**config.mk**
```make
export PLATFORM = sky130hd
export DESIGN_NAME = sax_unit
export DESIGN_NICKNAME = d
export VERILOG_FILES = /design/src/rtl/sax_pkg.sv /design/src/rtl/sax_add_path.sv /design/src/rtl/sax_field_extract.sv /design/src/rtl/sax_unit.sv
export SDC_FILE = /design/constraint.sdc
export NUM_CORES = 1
export LEC_CHECK = 0
export BUFFER_PORTS_ARGS = -buffer_cell sky130_fd_sc_hd__buf_4
export CAP_MARGIN = 20
export CELL_PAD_IN_SITES_DETAIL_PLACEMENT = 2
export CELL_PAD_IN_SITES_GLOBAL_PLACEMENT = 2
export CORE_MARGIN = 5
export CORE_UTILIZATION = 33
export CTS_CLUSTER_DIAMETER = 30
export DETAILED_ROUTE_END_ITERATION = 10
export MAX_ROUTING_LAYER = met4
export PLACE_DENSITY_LB_ADDON = 0.15
export SYNTH_ARGS = -nofsm -noshare
export SYNTH_HDL_FRONTEND = slang
export SYNTH_SLANG_ARGS = --single-unit
```
**constraint.sdc**
```tcl
create_clock -name clk -period 4.9 [get_ports clk]
set_clock_uncertainty 0.15 [all_clocks]
set_input_delay 0.245 -clock clk [delete_from_list [all_inputs] [get_ports clk]]
set_output_delay 0.245 -clock clk [all_outputs]
set_load 0.01 [all_outputs]
```
**src/rtl/sax_pkg.sv**
```systemverilog
package sax_pkg;

    typedef enum logic [2:0] {
        OP_ADD    = 3'd0,
        OP_ADDI   = 3'd1,
        OP_ADDHI  = 3'd2,
        OP_ADDX2  = 3'd3,
        OP_ADDX4  = 3'd4,
        OP_ADDX8  = 3'd5,
        OP_EXTRACT = 3'd6,
        OP_RSVD   = 3'd7
    } sax_op_e;

    typedef enum logic {
        RES_EMPTY = 1'b0,
        RES_FULL  = 1'b1
    } sax_state_e;

endpackage

```
**src/rtl/sax_add_path.sv**
```systemverilog
module sax_add_path
    import sax_pkg::*;
#(
    parameter int DATA_W    = 32,
    parameter int IMM_W     = 8,
    parameter int HI_SHIFT  = 8,
    parameter int MAX_SCALE = 3
) (
    input  sax_op_e           op_i,
    input  logic [DATA_W-1:0] a_i,
    input  logic [DATA_W-1:0] b_i,
    input  logic [IMM_W-1:0]  imm_i,
    output logic [DATA_W-1:0] sum_o
);
    localparam int EXT_W = DATA_W - IMM_W;

    logic [DATA_W-1:0] imm_sext;
    logic [DATA_W-1:0] imm_hi;
    logic [DATA_W-1:0] scaled [0:MAX_SCALE];
    logic [DATA_W-1:0] lhs;
    logic [DATA_W-1:0] rhs;

    assign imm_sext = {{EXT_W{imm_i[IMM_W-1]}}, imm_i};
    assign imm_hi   = imm_sext << HI_SHIFT;

    // one shifted copy of the first operand per scale step
    for (genvar k = 0; k <= MAX_SCALE; k++) begin : g_scale
        assign scaled[k] = a_i << k;
    end

    always_comb begin
        lhs = a_i;
        rhs = '0;
        unique case (op_i)
            OP_ADD:   begin lhs = scaled[0]; rhs = b_i;      end
            OP_ADDI:  begin lhs = scaled[0]; rhs = imm_sext; end
            OP_ADDHI: begin lhs = scaled[0]; rhs = imm_hi;   end
            OP_ADDX2: begin lhs = scaled[1]; rhs = b_i;      end
            OP_ADDX4: begin lhs = scaled[2]; rhs = b_i;      end
            OP_ADDX8: begin lhs = scaled[MAX_SCALE]; rhs = b_i; end
            default:  begin lhs = '0;        rhs = '0;       end
        endcase
    end

    assign sum_o = lhs + rhs;

endmodule

```
**src/rtl/sax_field_extract.sv**
```systemverilog
module sax_field_extract #(
    parameter int DATA_W  = 32,
    parameter int SHAMT_W = 5,
    parameter int FW_W    = 4
) (
    input  logic [DATA_W-1:0]  a_i,
    input  logic [SHAMT_W-1:0] shamt_i,
    input  logic [FW_W-1:0]    fwidth_i,
    output logic [DATA_W-1:0]  field_o
);
    localparam int CNT_W = FW_W + 1;

    logic [CNT_W-1:0]  width_bits;
    logic [DATA_W-1:0] mask;
    logic [DATA_W-1:0] shifted;

    assign width_bits = {1'b0, fwidth_i} + CNT_W'(1);
    assign mask       = (DATA_W'(1) << width_bits) - DATA_W'(1);
    assign shifted    = a_i >> shamt_i;
    assign field_o    = shifted & mask;

endmodule

```
**src/rtl/sax_unit.sv**
```systemverilog
module sax_unit
    import sax_pkg::*;
#(
    parameter int DATA_W   = 32,
    parameter int IMM_W    = 8,
    parameter int SHAMT_W  = 5,
    parameter int FW_W     = 4,
    parameter int HI_SHIFT = 8
) (
    input  logic               clk,
    input  logic               rst_n,
    input  logic               in_valid,
    input  logic [2:0]         op,
    input  logic [DATA_W-1:0]  src_a,
    input  logic [DATA_W-1:0]  src_b,
    input  logic [SHAMT_W-1:0] shamt,
    input  logic [FW_W-1:0]    fwidth,
    input  logic [IMM_W-1:0]   imm8,
    output logic               out_valid,
    output logic [DATA_W-1:0]  result
);
    localparam int MAX_SCALE = 3;

    sax_op_e           op_e;
    sax_state_e        state_q, state_d;
    logic [DATA_W-1:0] sum_w;
    logic [DATA_W-1:0] field_w;
    logic [DATA_W-1:0] result_d;

    assign op_e = sax_op_e'(op);

    sax_add_path #(
        .DATA_W(DATA_W), .IMM_W(IMM_W), .HI_SHIFT(HI_SHIFT), .MAX_SCALE(MAX_SCALE)
    ) u_add (
        .op_i(op_e), .a_i(src_a), .b_i(src_b), .imm_i(imm8), .sum_o(sum_w)
    );

    sax_field_extract #(
        .DATA_W(DATA_W), .SHAMT_W(SHAMT_W), .FW_W(FW_W)
    ) u_ext (
        .a_i(src_a), .shamt_i(shamt), .fwidth_i(fwidth), .field_o(field_w)
    );

    always_comb begin
        unique case (op_e)
            OP_EXTRACT: result_d = field_w;
            OP_RSVD:    result_d = '0;
            default:    result_d = sum_w;
        endcase
    end

    // next state: ACCEPT or IDLE
    always_comb begin
        unique case (state_q)
            RES_EMPTY: state_d = in_valid ? RES_FULL : RES_EMPTY;
            RES_FULL:  state_d = in_valid ? RES_FULL : RES_EMPTY;
            default:   state_d = RES_EMPTY;
        endcase
    end

    always_ff @(posedge clk) begin
        if (!rst_n) state_q <= RES_EMPTY;
        else        state_q <= state_d;
    end

    always_ff @(posedge clk) begin
        if (!rst_n)        result <= '0;
        else if (in_valid) result <= result_d;
    end

    assign out_valid = (state_q == RES_FULL);

    AST_VALID_RISE: assert property (@(posedge clk) disable iff (!rst_n) in_valid |=> out_valid);
    AST_VALID_FALL: assert property (@(posedge clk) disable iff (!rst_n) !in_valid |=> !out_valid);
    AST_RESULT_HOLD: assert property (@(posedge clk) disable iff (!rst_n) !in_valid |=> $stable(result));
    AST_FIELD_BOUND: assert property (@(posedge clk) disable iff (!rst_n)
        (in_valid && op == 3'd6) |=> ((result >> ({2'b00, $past(fwidth)} + 6'd1)) == '0));
    AST_RSVD_ZERO: assert property (@(posedge clk) disable iff (!rst_n)
        (in_valid && op == 3'd7) |=> (result == '0));

endmodule

```
==> results.py, run 1 <==
metrics = {
    "clock_network": {
        "cts_tree": "built",
        "cts_resized": 0,
        "postCtsSetupRepairBufs": 0,
        "clk_pin_slew_ps": 50,
        "clockBufferDepth": 2,
        "htree_levels": 2,
        "cts.sinks": 33,
        "cts_root_buffer": "clkbuf_16",
        "postCtsHoldBufs": 0,
        "cts_buffers": 5,
        "clk_latency_ps": 280,
    },
    "critical_path": {
        "r2r_cells": 3,
        "crit_arrival_ps": 4270,
        "endpoint_kind": "flop",
        "required_ps": 4960,
        "r2r_end": "result[30]",
        "critPathMaxFanout": 37,
        "cp-start-kind": "primary input",
        "reg2reg_slack_ps": 3850,
        "path_class": "primary input to flop",
        "r2r-start": "result[30]",
    },
    "global_route": {
        "grt_pass1_vias": 7319,
        "grt_remaining_overflow": 0,
        "antenna_found_initial": 2,
        "grt_use_total": 0.268,
        "grt_pass1_wl_um": 44300,
        "grt_max_degree": 46,
    },
    "drt": {
        "vias": 6817,
        "wl_per_cell_um": 26.2,
        "drt_first_pass_iters": 5,
        "postRouteAntennaNets": 0,
        "drc": 0,
        "viasPerCell": 6.35,
        "routed_wl_um": 28100,
        "dr.first_iter.drc_count": 394,
    },
    "timing": {
        "period_share": 0.859,
        "drv_slew": 0,
        "whs_ps": 192,
        "rsz0062_at_grt": "no",
        "setup_viol": 0,
        "worst_slew_pin_slew_ps": 780,
        "fmax_mhz": 238,
        "post-route-min-period_ps": 4210,
        "finalSetupTns_ps": 0,
        "finalHoldViolCount": 0,
        "relSlewSlack": 0.478,
    },
    "floorplan": {
        "start_util": 0.334,
        "io_pins": 120,
        "core.rowCount": 49,
        "design.core.area_mm2": 0.0180,
        "dieWidth_um": 145,
        "dieArea_mm2": 0.0210,
        "die_height_um": 145,
    },
    "yosys": {
        "syn-num-nets": 887,
        "synthFlopType": "dfxtp_1",
        "async_flop_share": 0,
        "synth_area_per_cell_um2": 7.83,
        "synth-seq-cells": 33,
        "ys_seq_area_frac": 0.110,
        "synth_edf_count": 0,
        "synthCells": 767,
        "synth.cell_area_mm2": 0.00601,
        "ys_warn_count": 0,
        "ys_types": 69,
    },
    "min_path": {
        "timing.hold.worst.start": "rst_n",
        "hp-class": "primary input to flop",
        "holdPathStages": 3,
        "min_to": "result[24]",
    },
    "power_and_ir_drop": {
        "p_switching_uw": 739,
        "finalPower_uw": 1650,
        "p_seq_frac": 0.193,
        "peakVddDrop_mv": 0.176,
        "comb_power_share": 0.600,
        "clkPwrFrac": 0.207,
        "leakage_uw": 0.00307,
        "sw_frac_of_total": 0.447,
        "power.density_mw_per_mm2": 231,
        "p_int_uw": 915,
    },
    "outcome": {
        "status": "finished, final reports clean",
    },
    "layout": {
        "multi_input_comb_area_mm2": 0.00502,
        "final_common_cell": "buf_4",
        "seqCellArea_um2": 661,
        "final_cell_mix": "buf_4, nand2_1, a21oi_1, o21ai_0, nor2_1",
        "drive_gt1_frac": 0.243,
        "num-fill-cells": 2075,
        "nets": 961,
        "area_delta_synth_final_pct": 19.3,
        "final_core_util": 0.399,
    },
    "place": {
        "hpwl_um": 22500,
        "gp_congestion": 0.963,
        "numPortBuffers": 119,
    },
    "run": {
        "drv_cap": 0,
    },
}
-- flip-flops by register name (all words and copies together) (netlist names) --
name       count
result        32
out_valid      1
-- Yosys cell counts, types with 10 or more instances --
library cell,number,area [µm²]
ha_1,32,400
nand4_1,10,62.6
a22o_1,31,272
dfxtp_1,33,661
o22ai_1,11,68.8
o21ai_0,58,290
clkbuf_1,46,173
a31oi_1,14,87.6
mux2_2,11,124
nand2_1,90,338
o31ai_1,10,75.1
a221o_1,28,280
nor3_1,17,85.1
mux2i_1,28,280
inv_1,15,56.3
a21oi_1,66,330
mux4_2,37,833
xnor2_1,18,158
a21o_1,18,135
nand3_1,19,95.1
nor2_1,43,161
-- routing by layer --
metal,routed length (µm),track usage,vias to the layer above
met5,0,-,-
met4,282,0.0523,0
met3,1470,0.0474,16
met2,13300,0.425,157
met1,13100,0.362,3506
li1,-,-,3138
-- cell families (layout without fill, tap and decap cells) --
family | after synthesis | in the layout | share of synthesized area
AOI/OAI and AO/OA | 294 | 294 | 0.340
xor gates and xnor gates | 27 | 27 | 0.0394
adders and majority gates | 33 | 33 | 0.0700
buffers and inverters | 79 | 154 | 0.0562
DFF | 33 | 33 | 0.110
muxes | 76 | 76 | 0.206
other | 1 | 3 | 0.000624
and+or+nand+nor | 224 | 224 | 0.177
-- critical path: stages --
cell and delay (ps):
buf_4 340, nand2_1 90, nor2_1 510, a22oi_1 330, fa_1 530, nor2b_4 160, o2111ai_2 170, a2111oi_0 580
buf_4 210, nor3_1 90, o31ai_1 370, xor2_1 320, nand3_1 130, a21boi_0 180
-- worst max-delay path by stage --
stage,startpoint,end,slack (ps),cells past startpoint
floorplan,op[2],result[28],780,14
global route,op[1],result[22],340,14
CTS,op[0],result[22],700,16
detailed placement,op[1],result[22],430,14
global placement,op[0],result[22],510,16
finish,op[1],result[22],690,14
-- power by group through the flow --
| stage | Clock, µW | Combinational [µW] | Sequential (µW) |
|---|---|---|---|
| floorplan | 0 | 586 | 336 |
| global placement | 0 | 942 | 324 |
| detailed placement | 0 | 973 | 325 |
| CTS | 349 | 979 | 320 |
| global route | 359 | 1070 | 324 |
| finish | 342 | 991 | 320 |
-- per-stage QoR --
stage          setup WS [ps]  area [µm²]  instances
3_3_place_gp             508        7000       1062
3_5_place_dp             429        7000       1062
6_report                 690        7170       1073
2_1_floorplan            783        6010        767
5_1_grt                  342        7170       1073
4_1_cts                  696        7160       1070
-- cell type report --
cell class	count	area share
Clock inverter	1	0.000698
Antenna cell	2	0.000698
Tap cell	229	0.0400
Inverter	15	0.00785
Multi-Input combinational cell	655	0.700
Clock buffer	7	0.0213
Timing Repair Buffer	131	0.137
Sequential cell	33	0.0922
Note: power is estimated with default switching activity, not from simulation.
==> inputs of run 2 (changes only) <==
--- a/config.mk
+++ b/config.mk
@@ -5,14 +5,16 @@
 export SDC_FILE = /design/constraint.sdc
 export NUM_CORES = 1
 export LEC_CHECK = 0
+export ABC_AREA = 1
 export BUFFER_PORTS_ARGS = -buffer_cell sky130_fd_sc_hd__buf_4
 export CAP_MARGIN = 20
 export CELL_PAD_IN_SITES_DETAIL_PLACEMENT = 2
 export CELL_PAD_IN_SITES_GLOBAL_PLACEMENT = 2
 export CORE_MARGIN = 5
-export CORE_UTILIZATION = 33
+export CORE_UTILIZATION = 28
 export CTS_CLUSTER_DIAMETER = 30
 export DETAILED_ROUTE_END_ITERATION = 10
+export GPL_TIMING_DRIVEN = 0
 export MAX_ROUTING_LAYER = met4
 export PLACE_DENSITY_LB_ADDON = 0.15
 export SYNTH_ARGS = -nofsm -noshare
==> results.py, run 2 <==
metrics = {
    "clock_network": {
        "cts_buffers": 5,
        "cts_resized": 0,
        "postCtsHoldBufs": 0,
        "postCtsSetupRepairBufs": 0,
        "cts_tree": "built",
        "clk_latency_ps": 290,
        "cts_root_buffer": "clkbuf_16",
        "htree_levels": 2,
        "clockBufferDepth": 2,
        "cts.sinks": 33,
        "clk_pin_slew_ps": 60,
    },
    "critical_path": {
        "crit_path_top_delay_cell": "nor2_1",
        "path_class": "primary input to flop",
        "endpoint_kind": "flop",
        "cpPeakStageDelay_ps": 610,
        "cp-start-kind": "primary input",
        "crit_arrival_ps": 3810,
        "cpMostUsedCell": "nand2_1",
        "crit_chain": "buf_4 -> inv_1 -> nand2_1 -> nor2_1 -> nand2_1 -> nand2_1 -> ha_1 -> nand2_1 -> inv_1 -> a21oi_1 -> nand3_1 -> o21ai_0 -> nand3_1 -> nand2_1 -> inv_1",
        "required_ps": 4940,
        "critPathMaxFanout": 8,
    },
    "floorplan": {
        "core.rowCount": 57,
        "dieArea_mm2": 0.0279,
        "io_pins": 120,
        "design.core.area_mm2": 0.0243,
        "start_util": 0.284,
        "dieWidth_um": 167,
        "die_height_um": 167,
    },
    "layout": {
        "seqCellArea_um2": 661,
        "final_cell_mix": "nand2_1, inv_1, nand3_1, buf_4, nor2_1",
        "largest_reg_flops": 32,
        "num-fill-cells": 3305,
        "final_common_cell": "nand2_1",
        "drive_gt1_frac": 0.120,
        "regMostFlops": "result",
        "nets": 1597,
        "area_delta_synth_final_pct": 20.4,
        "diodes": 0,
        "multi_input_comb_area_mm2": 0.00522,
        "stdcell_count": 1802,
    },
    "yosys": {
        "ys_top_cells_by_area": "nand2_1, nand3_1, inv_1",
        "synthFlopType": "dfxtp_1",
        "syn-num-nets": 1475,
        "synth_mux_area_frac": 0,
        "synth_xor_area_frac": 0.00507,
        "ys_warn_count": 0,
        "synth-compound-area-share": 0.179,
        "synth_area_per_cell_um2": 5.10,
        "synth-seq-cells": 33,
        "synth_top_cell_area_share": 0.272,
        "synth_most_common_cell": "nand2_1",
        "synth_top_family_by_area": "simple AND/OR/NAND/NOR gates",
        "synth_adder_area_share": 0.0608,
        "synth.cell_area_mm2": 0.00691,
        "yosysTopAreaCell": "nand2_1",
        "synth_edf_count": 0,
        "synth_common_cells": "nand2_1, inv_1, nand3_1, nor2_1, a21oi_1",
        "ys_types": 47,
        "yosys.area_share.simple": 0.509,
        "ys_seq_area_frac": 0.0956,
        "synthCells": 1355,
        "async_flop_share": 0,
    },
    "timing": {
        "fmax_mhz": 265,
        "finalHoldViolCount": 0,
        "period_share": 0.770,
        "setup_viol": 0,
        "post-route-min-period_ps": 3770,
        "rsz0062_at_grt": "no",
        "finalSetupTns_ps": 0,
        "worst_slew_pin_slew_ps": 787,
        "relSlewSlack": 0.474,
        "drv_slew": 0,
    },
    "drt": {
        "vias": 9503,
        "dr.first_iter.drc_count": 414,
        "postRouteAntennaNets": 0,
        "drc": 0,
        "viasPerCell": 5.27,
        "routed_wl_um": 36800,
        "drt_first_pass_iters": 4,
        "wl_per_cell_um": 20.4,
    },
    "min_path": {
        "hp-class": "primary input to flop",
    },
    "global_route": {
        "grt_remaining_overflow": 0,
        "grt_pass1_wl_um": 56600,
        "antenna_found_initial": 0,
        "grt_max_degree": 12,
        "grt_pass1_vias": 10152,
        "grt_use_total": 0.262,
    },
    "power_and_ir_drop": {
        "p_int_uw": 822,
        "clkPwrFrac": 0.199,
        "p_seq_frac": 0.189,
        "sw_frac_of_total": 0.504,
        "peakVddDrop_mv": 0.110,
        "leakage_uw": 0.00465,
        "p_switching_uw": 834,
        "power.density_mw_per_mm2": 199,
        "comb_power_share": 0.613,
    },
    "run": {
        "drv_cap": 0,
    },
    "outcome": {
        "status": "finished, final reports clean",
    },
    "place": {
        "gp_congestion": 0.916,
        "numPortBuffers": 114,
        "hpwl_um": 32000,
        "dp_cells": 1794,
    },
}
-- run 2: worst paths after layout --
check                   from    endpoint  slack, ps  depth (start not counted)
hold / removal         rst_n  result[11]        200                          5
setup / recovery       op[1]  result[12]       1130                         15
setup reg to reg   result[1]   result[1]       4030                          2
hold reg to reg   result[21]  result[21]        320                          2
-- run 2: kinds of logic (layout without fill, tap and decap cells) --
group,Yosys count,in the layout
DFF,33,33
adders and majority gates,33,33
and+or+nand+nor,832,832
buffers and inverters,257,380
xor gates and xnor gates,4,4
AOI/OAI and AO/OA,195,195
other,1,1
-- run 2: cell type report --
cell class / count / share of cell area
multi-input cells: 1065 / 0.627
plain buffers: 58 / 0.0343
clock buffers: 5 / 0.0150
repair buffers: 115 / 0.104
flip-flops and latches: 33 / 0.0794
clock inverters: 3 / 0.00210
well taps: 324 / 0.0487
inverters: 199 / 0.0898
-- run 2: per-stage QoR --
stage	instance area [µm²]	total power (µW)	worst slack, ps	util	hold WS [ps]
final	8320	1660	1130	0.342	202
after global routing	8320	1780	913	0.342	244
after CTS	8320	1660	1120	0.342	198
after detailed placement	8180	1330	827	0.336	316
after global placement	8170	1300	896	0.336	304
after floorplan	6910	921	2250	-	340
-- run 2: layer usage --
| metal | vias up | wire length (µm) | track usage |
|---|---|---|---|
| met1 | 4641 | 16000 | 0.310 |
| met4 | 0 | 1310 | 0.0843 |
| met5 | - | 0 | - |
| li1 | 4640 | - | - |
| met3 | 62 | 1020 | 0.0264 |
| met2 | 160 | 18400 | 0.468 |
-- run 2: worst max-delay path, delay by kind of cell --
kind | cells | cell delay, ps
AOI/OAI and AO/OA | 2 | 710
adders and majority gates | 1 | 340
buffers and inverters | 4 | 380
and+or+nand+nor | 8 | 2110
-- run 2: power groups by stage --
stage	logic (µW)	clock network, µW	registers, µW
2_1_floorplan	596	0	325
3_3_place_gp	980	0	318
3_5_place_dp	1010	0	318
4_1_cts	1020	336	313
5_1_grt	1120	347	315
6_report	1010	329	312
==> inputs of run 3 (changes only) <==
--- a/config.mk
+++ b/config.mk
@@ -11,7 +11,7 @@
 export CELL_PAD_IN_SITES_DETAIL_PLACEMENT = 2
 export CELL_PAD_IN_SITES_GLOBAL_PLACEMENT = 2
 export CORE_MARGIN = 5
-export CORE_UTILIZATION = 28
+export CORE_UTILIZATION = 26
 export CTS_CLUSTER_DIAMETER = 30
 export DETAILED_ROUTE_END_ITERATION = 10
 export GPL_TIMING_DRIVEN = 0
==> constraint.sdc (replaced) <==
create_clock -name clk -period 3.1 [get_ports clk]
set_clock_uncertainty 0.15 [all_clocks]
set_input_delay 0.155 -clock clk [delete_from_list [all_inputs] [get_ports clk]]
set_output_delay 0.155 -clock clk [all_outputs]
set_load 0.01 [all_outputs]
==> results.py, run 3 (same netlist as run 2, synthesis figures left out) <==
metrics = {
    "critical_path": {
        "critPathLaunch": "op[1]",
        "r2r-start": "result[13]",
        "required_ps": 3140,
        "cp-start-kind": "primary input",
        "path_class": "primary input to flop",
        "crit_arrival_ps": 2990,
        "critPathMaxFanout": 10,
        "endpoint_kind": "flop",
    },
    "drt": {
        "vias": 9527,
        "dr_wl_met2_um": 19200,
        "drt_first_pass_iters": 5,
        "postRouteAntennaNets": 0,
        "maxUsedRoutingLayer": "met4",
        "dr.first_iter.drc_count": 360,
        "routed_wl_um": 37800,
        "viasPerCell": 5.23,
        "drc": 0,
        "wl_met1_um": 16400,
        "wl_per_cell_um": 20.8,
        "met3_length_um": 1010,
    },
    "clock_network": {
        "cts_root_buffer": "clkbuf_16",
        "cts_buffers": 5,
        "clockBufferDepth": 2,
        "clk_latency_ps": 290,
        "clk_pin_slew_ps": 60,
        "htree_levels": 2,
        "cts_tree": "built",
        "cts.sinks": 33,
        "postCtsHoldBufs": 0,
    },
    "power_and_ir_drop": {
        "finalPower_uw": 2730,
        "power.density_mw_per_mm2": 313,
        "leakage_uw": 0.00473,
        "peakVddDrop_mv": 0.178,
    },
    "layout": {
        "final_common_cell": "nand2_1",
        "regMostFlops": "result",
        "drive_gt1_frac": 0.170,
        "final_cell_mix": "nand2_1, inv_1, nand3_1, buf_4, nor2_1",
        "area_delta_synth_final_pct": 26.3,
        "nets": 1604,
        "diodes": 0,
        "largest_reg_flops": 32,
        "final_core_util": 0.334,
        "num-fill-cells": 3455,
        "finalInstanceArea_mm2": 0.00873,
    },
    "floorplan": {
        "start_util": 0.264,
        "core.rowCount": 59,
        "die_height_um": 173,
        "io_pins": 120,
        "dieWidth_um": 173,
        "design.core.area_mm2": 0.0261,
        "dieArea_mm2": 0.0299,
    },
    "global_route": {
        "grt_pass1_vias": 10208,
        "grt_pass1_wl_um": 58000,
        "grt_remaining_overflow": 0,
        "antenna_found_initial": 0,
        "grt_max_degree": 12,
        "grt_use_total": 0.251,
    },
    "place": {
        "gp_congestion": 0.906,
        "pre_cts_ws_ps": -1010,
        "numPortBuffers": 114,
        "hpwl_um": 32600,
        "placed_cell_area_mm2": 0.00819,
    },
    "timing": {
        "fmax_mhz": 339,
        "setup_viol": 0,
        "drv_slew": 0,
        "worst_slew_pin_slew_ps": 673,
        "period_share": 0.952,
        "finalHoldViolCount": 0,
        "whs_ps": 119,
        "worst_slack_ps": 147,
        "post-route-min-period_ps": 2950,
        "rsz0062_at_grt": "yes",
        "relSlewSlack": 0.551,
    },
    "min_path": {
        "hp-class": "primary input to flop",
        "timing.hold.worst.start": "rst_n",
    },
    "run": {
        "drv_cap": 0,
    },
    "outcome": {
        "status": "finished, final reports clean",
    },
}
-- run 3: changes by cell type in the layout (fill, tap and decap cells not counted), moves of 7 or more --
cell | previous run | this run
a21oi_1 | 55 | 46
nor2_4 | 2 | 9
a21oi_2 | 2 | 11
nand2_1 | 500 | 484
nand2_2 | 4 | 19
nor2_2 | 5 | 14
ha_1 | 32 | 20
buf_4 | 119 | 126
nor2_1 | 96 | 80
-- run 3: timing repair --
item / CTS / global route
setup endpoints to repair: 27 / 25
buffers inserted: 0 / 8
gates resized for setup: 19 / 73
gates cloned: 0 / 0
pin swaps: 1 / 9
-- run 3: power breakdown --
group          total [µW]  internal [µW]  switching [µW]
registers             494            466            27.8
clock network         514            295             219
logic                1720            596            1130
total                2730           1360            1370
-- run 3: final timing paths --
check                                  end  slack (ps)  depth (start not counted)
worst max-delay path            result[11]         150                         19
worst min-delay path            result[12]         120                          5
worst max register to register  result[13]        2230                          4
worst min register to register  result[17]         320                          2
-- run 3: routing by layer --
metal  up-vias  track usage
met3        45       0.0216
li1       4666            -
met2       151        0.452
met1      4665        0.298
met5         -            -
met4         0       0.0712
-- run 3: critical path, stage by stage --
cell        delay, ps
buf_4             130
clkinvlp_4        160
nand2_1           200
nor2_4             90
buf_2             200
a221o_1           440
ha_1              390
nand2_1           160
inv_1              70
nand2_1            60
nand2_1            50
nand2_1            70
nand3_1           170
nor2_1            170
nor2_1             80
nand2_1           150
nand3_1           110
nand2_1            80
inv_1              40
-- run 3: area by class of cell --
class / instances / area (µm²) / share of cell area
Clock inverter: 3 / 17.5 / 0.00201
Sequential cell: 33 / 661 / 0.0757
Multi-Input combinational cell: 1065 / 5520 / 0.632
Buffer: 58 / 308 / 0.0353
Timing Repair Buffer: 122 / 928 / 0.106
Clock buffer: 5 / 125 / 0.0143
Inverter: 199 / 751 / 0.0860
Tap cell: 335 / 419 / 0.0480
-- run 3: stage by stage --
step	instances	TNS [ps]
after global routing	1820	-230
after floorplan	1355	0
after global placement	1804	-19170
after CTS	1812	0
final	1820	0
after detailed placement	1804	-21620
